## config.mk

```make
export PLATFORM = sky130hd
export DESIGN_NAME = alu_bitslice_view
export DESIGN_NICKNAME = d
export VERILOG_FILES = /design/src/rtl/alu_bitslice_pkg.sv /design/src/rtl/alu_operand_cond.sv /design/src/rtl/alu_full_add.sv /design/src/rtl/alu_result_mux.sv /design/src/rtl/hex_seg_dec.sv /design/src/rtl/alu_bitslice_view.sv
export SDC_FILE = /design/constraint.sdc
export NUM_CORES = 1
export LEC_CHECK = 0
export BUFFER_PORTS_ARGS = -buffer_cell sky130_fd_sc_hd__buf_4
export CAP_MARGIN = 20
export CORE_AREA = 5 5 42 44
export DETAILED_ROUTE_END_ITERATION = 10
export DIE_AREA = 0 0 47 49
export PLACE_DENSITY = 0.49
export REMOVE_ABC_BUFFERS = 1
export SETUP_SLACK_MARGIN = 0.1
export SLEW_MARGIN = 20
export SYNTH_ARGS = -nofsm -noshare
export SYNTH_HDL_FRONTEND = slang
export SYNTH_SLANG_ARGS = --single-unit
```

## constraint.sdc

```tcl
create_clock -name vclk -period 7.11
set_clock_uncertainty 0.15 [all_clocks]
set_input_delay 1.422 -clock vclk [all_inputs]
set_output_delay 1.422 -clock vclk [all_outputs]
set_load 0.02 [all_outputs]
```

## src/rtl/alu_bitslice_pkg.sv

```systemverilog
package alu_bitslice_pkg;
  localparam int OP_W   = 2;
  localparam int NIB_W  = 4;
  localparam int SEG_W  = 7;

  typedef enum logic [OP_W-1:0] {
    OP_AND  = 2'b00,
    OP_OR   = 2'b01,
    OP_SUM  = 2'b10,
    OP_LESS = 2'b11
  } op_e;
endpackage

```

## src/rtl/alu_operand_cond.sv

```systemverilog
module alu_operand_cond (
  input  logic a,
  input  logic b,
  input  logic inv_a,
  input  logic neg_b,
  output logic opa,
  output logic opb
);
  // optional complement of each data bit
  assign opa = a ^ inv_a;
  assign opb = b ^ neg_b;
endmodule

```

## src/rtl/alu_full_add.sv

```systemverilog
module alu_full_add (
  input  logic x,
  input  logic y,
  input  logic ci,
  output logic s,
  output logic co
);
  logic half;
  assign half = x ^ y;
  assign s    = half ^ ci;
  assign co   = (x & y) | (half & ci);

  // a carry needs at least two ones among the adder inputs
  always_comb begin
    a_r7_carry_majority: assert ((co == 1'b0) || ($countones({x, y, ci}) >= 2))
      else $error("carry raised with fewer than two ones");
  end
endmodule

```

## src/rtl/alu_result_mux.sv

```systemverilog
module alu_result_mux
  import alu_bitslice_pkg::*;
(
  input  logic [OP_W-1:0] sel,
  input  logic            and_v,
  input  logic            or_v,
  input  logic            sum_v,
  input  logic            less_v,
  output logic            y
);
  logic [(1<<OP_W)-1:0] choices;
  assign choices = {less_v, sum_v, or_v, and_v};

  always_comb begin
    unique case (op_e'(sel))
      OP_AND:  y = choices[0];
      OP_OR:   y = choices[1];
      OP_SUM:  y = choices[2];
      default: y = choices[3];
    endcase
  end

  // code 3 passes the external less-than bit
  always_comb begin
    a_r5_less_pass: assert ((sel != OP_LESS) || (y == less_v))
      else $error("less-than bit not passed");
  end
endmodule

```

## src/rtl/hex_seg_dec.sv

```systemverilog
module hex_seg_dec
  import alu_bitslice_pkg::*;
#(
  parameter bit ACTIVE_LOW = 1'b1
) (
  input  logic [NIB_W-1:0] val,
  output logic [SEG_W-1:0] seg
);
  logic [SEG_W-1:0] on_pat;   // g..a, 1 = lit

  always_comb begin
    case (val)
      4'h0: on_pat = 7'h3F;
      4'h1: on_pat = 7'h06;
      4'h2: on_pat = 7'h5B;
      4'h3: on_pat = 7'h4F;
      4'h4: on_pat = 7'h66;
      4'h5: on_pat = 7'h6D;
      4'h6: on_pat = 7'h7D;
      4'h7: on_pat = 7'h07;
      4'h8: on_pat = 7'h7F;
      4'h9: on_pat = 7'h6F;
      4'hA: on_pat = 7'h77;
      4'hB: on_pat = 7'h7C;
      4'hC: on_pat = 7'h39;
      4'hD: on_pat = 7'h5E;
      4'hE: on_pat = 7'h79;
      default: on_pat = 7'h71;
    endcase
  end

  generate
    if (ACTIVE_LOW) begin : g_low
      assign seg = ~on_pat;
    end else begin : g_high
      assign seg = on_pat;
    end
  endgenerate
endmodule

```

## src/rtl/alu_bitslice_view.sv

```systemverilog
module alu_bitslice_view
  import alu_bitslice_pkg::*;
(
  input  logic                a,
  input  logic                b,
  input  logic                carry_in,
  input  logic                inv_a,
  input  logic                neg_b,
  input  logic                less_in,
  input  logic [OP_W-1:0]     op_sel,
  output logic                res,
  output logic                carry_out,
  output logic                sum_out,
  output logic [NIB_W-1:0]    digit,
  output logic [SEG_W-1:0]    seg_n
);
  logic opa, opb;
  logic and_v, or_v;

  alu_operand_cond u_cond (
    .a(a), .b(b), .inv_a(inv_a), .neg_b(neg_b), .opa(opa), .opb(opb)
  );

  assign and_v = opa & opb;
  assign or_v  = opa | opb;

  alu_full_add u_add (
    .x(opa), .y(opb), .ci(carry_in), .s(sum_out), .co(carry_out)
  );

  alu_result_mux u_mux (
    .sel(op_sel), .and_v(and_v), .or_v(or_v), .sum_v(sum_out),
    .less_v(less_in), .y(res)
  );

  // packed view, top bit tied low
  assign digit = {1'b0, sum_out, carry_out, res};

  hex_seg_dec #(.ACTIVE_LOW(1'b1)) u_seg (
    .val(digit), .seg(seg_n)
  );

  always_comb begin
    // AND result can be high only if both operands are high
    a_r2_and_needs_both: assert ((op_sel != OP_AND) || !res || (opa && opb))
      else $error("AND result high without both operands");
    // OR result low only when both operands are low
    a_r3_or_needs_none: assert ((op_sel != OP_OR) || res || (!opa && !opb))
      else $error("OR result low with an operand high");
    // adder sum tracks operand parity under every code
    a_r6_sum_parity: assert (sum_out == ^{opa, opb, carry_in})
      else $error("sum does not match operand parity");
    // digits 0..7 never blank the display
    a_r9_seg_not_blank: assert (seg_n != 7'h7F)
      else $error("segment pattern blank");
  end
endmodule

```

==> summary.txt <==
Critical path
  • CP Max Fanout: 9
  • Crit Path Category: in2out
  • Setup crit start kind: primary input
  • Cell family with most CP delay: adder cells
  • Worst path max stage delay: just over 0.6 ns
  • CP Cell Sequence: buf_4 > xnor2_1 > fa_1 > mux4_1 > ha_1 > o21ai_0 > buf_4
  • Critical Path Most Common Cell: buf_4
  • Crit path arrival time: between 3 and 4 ns
  • Required @ worst endpoint: around 5.5 ns
  • Worst setup EP type: output port
  • WP buf/inv: 2
  • Slowest CP cell: mux4_1

Detailed routing
  • Post-route DRC: 0
  • First-pass DRT Iterations: 4
  • WL/cell: about 9 µm
  • Post-route ant nets: 0
  • Via/cell ratio: 3.926
  • WL final: between 600 and 700 µm
  • DR iter-0 viols: 2
  • DR vias: roughly 270

Synthesis
  • Multiplexer area fraction after synthesis: 0.1681
  • Warnings from Yosys: 0
  • Main combinational cell family by area after synthesis: adder cells
  • Post-synthesis compound-gate area fraction: 0.08621
  • Cell area after synthesis: between 200 and 300 µm²
  • Post-Synth XOR/XNOR Area: 0.06034
  • Sequential share of the synthesized area: 0
  • Synth unique cells: 16
  • Share of the synthesized area in the top cell type: 0.3017
  • Synth area leaders: ha_1 30%, buf_4 10%, inv_1 10%
  • Syn_area_per_cell: 8.294 µm²
  • Top cells by count, synth: 8 x inv_1, 7 x ha_1, 4 x buf_4, 4 x o21ai_0
  • Post-Synth Adder-Cell Area: 0.3707
  • Syn Inst Count: 35
  • Synth Area in Simple Gates: 0.08190
  • Cell with the most instances after synthesis: inv_1
  • Cell taking the most area after synthesis: ha_1

Global route
  • Grt total ovfl: 0
  • Antenna violations before repair: 0
  • Vias in the first global route: about 220
  • First-pass GRT wire length: between 900 and 1000 µm
  • GR Util All Layers: 0.05144
  • Largest net degree at the start of global routing: 10

Power and ir drop
  • Switching Fraction: 0.5623
  • Power per Cell Area: 188.7 nW/µm²
  • Sequential power share: 0
  • Leakage: 0.2486 nW
  • Sw Pwr: ~0.046 mW
  • Clock power frac: 0
  • Comb power frac: 1.000
  • Peak supply drop: between 0.00005 and 0.00006 V
  • Pint: about 0.036 mW

STA
  • Final hold violation count: 0
  • Period minus WS final: 5.232 ns
  • Worst hold margin: about 3.2 ns
  • Unrepaired setup endpoints after global routing: false
  • Max Freq: ~190 MHz
  • Setup TNS Final: 0 ns
  • Final setup viols: 0
  • Final period util: 0.7358
  • Slew Viols, Final: 0

Floorplan
  • Full die area: ~2300 µm²
  • Row count: 14
  • Core region area: 1401 µm²
  • Die X-Extent: roughly 47 µm
  • I/O pin total: 22
  • DIE HEIGHT: between 40 and 50 µm
  • Starting Density: 0.2071

Finish
  • Area Growth Syn to Fin: 50.86%
  • FFs & Latches: 0
  • Share of layout cells above drive strength 1: 0.4423
  • Seq. cell area: 0 µm²
  • Final-layout clock buffer total: 0
  • Antenna cell count: 0
  • Total Nets Final: 70

CTS
  • CTS Hold Bufs: 0
  • Post-CTS setup buffer count: 0
  • Post-CTS Resized: 0

Hold path
  • Worst min path class: in2out

Place
  • PortBufs: 21
  • Final HPWL DP: 571.9 µm
  • Gpl congestion: between 0.6 and 0.7

Flow run
  • Max-Cap Viols: 0

Outcome
  • Status: complete, no violations
-- layout by cell type, fill, tap and decap left out, drive strengths merged --
master	netlist	final
xor2	1	1
inv	9	9
o21ai	4	4
conb	1	1
fa	1	1
xnor2	1	1
mux4	2	2
nand2	1	1
and2	1	1
nand2b	1	1
buf	4	21
a21oi	1	1
and2b	1	1
ha	7	7
-- stage by stage --
step / power, mW / std cells / utilization / setup WS [ns] / area [µm²]
floorplan: 0.04857 / 31 / - / 1.907 / 260.3
detailed placement: 0.08387 / 68 / 0.3125 / 1.840 / 437.9
global route: 0.09033 / 68 / 0.3125 / 1.657 / 437.9
finish: 0.08264 / 68 / 0.3125 / 1.878 / 437.9
CTS: 0.08410 / 68 / 0.3125 / 1.836 / 437.9
global placement: 0.08374 / 68 / 0.3125 / 1.868 / 437.9
-- final timing paths --
path	start	endpoint	cells after the start
worst max-delay path	inv_a	seg_n[3]	7
worst min-delay path	op_sel[0]	digit[0]	3
-- routing by layer --
metal,global-route usage,part of all wire,vias to the layer above
li1,-,-,139
met1,0.07048,0.40,113
met2,0.09050,0.44,15
met3,0.003690,0.17,0
met4,0,0,0
met5,0,0,-
-- area by class of cell --
| type | instances | area (µm²) |
|---|---|---|
| multi-input cells | 22 | 226.5 |
| repair buffers | 21 | 157.7 |
| fillers | 153 | 963.4 |
| inverters | 9 | 33.78 |
| well taps | 16 | 20.02 |
-- power by group through the flow --
stage	registers [mW]	clock network, mW	logic [mW]
after floorplan	0	0	0.0486
after global placement	0	0	0.0837
after detailed placement	0	0	0.0839
after CTS	0	0	0.0841
after global routing	0	0	0.0903
final	0	0	0.0826
-- kinds of logic after synthesis --
group,Yosys count
buffers and inverters,13
other,1
and+or+nand+nor,4
xor gates and xnor gates,2
AOI/OAI and AO/OA,5
muxes,2
adders and majority gates,8
Note: power is estimated with default switching activity, not from simulation.
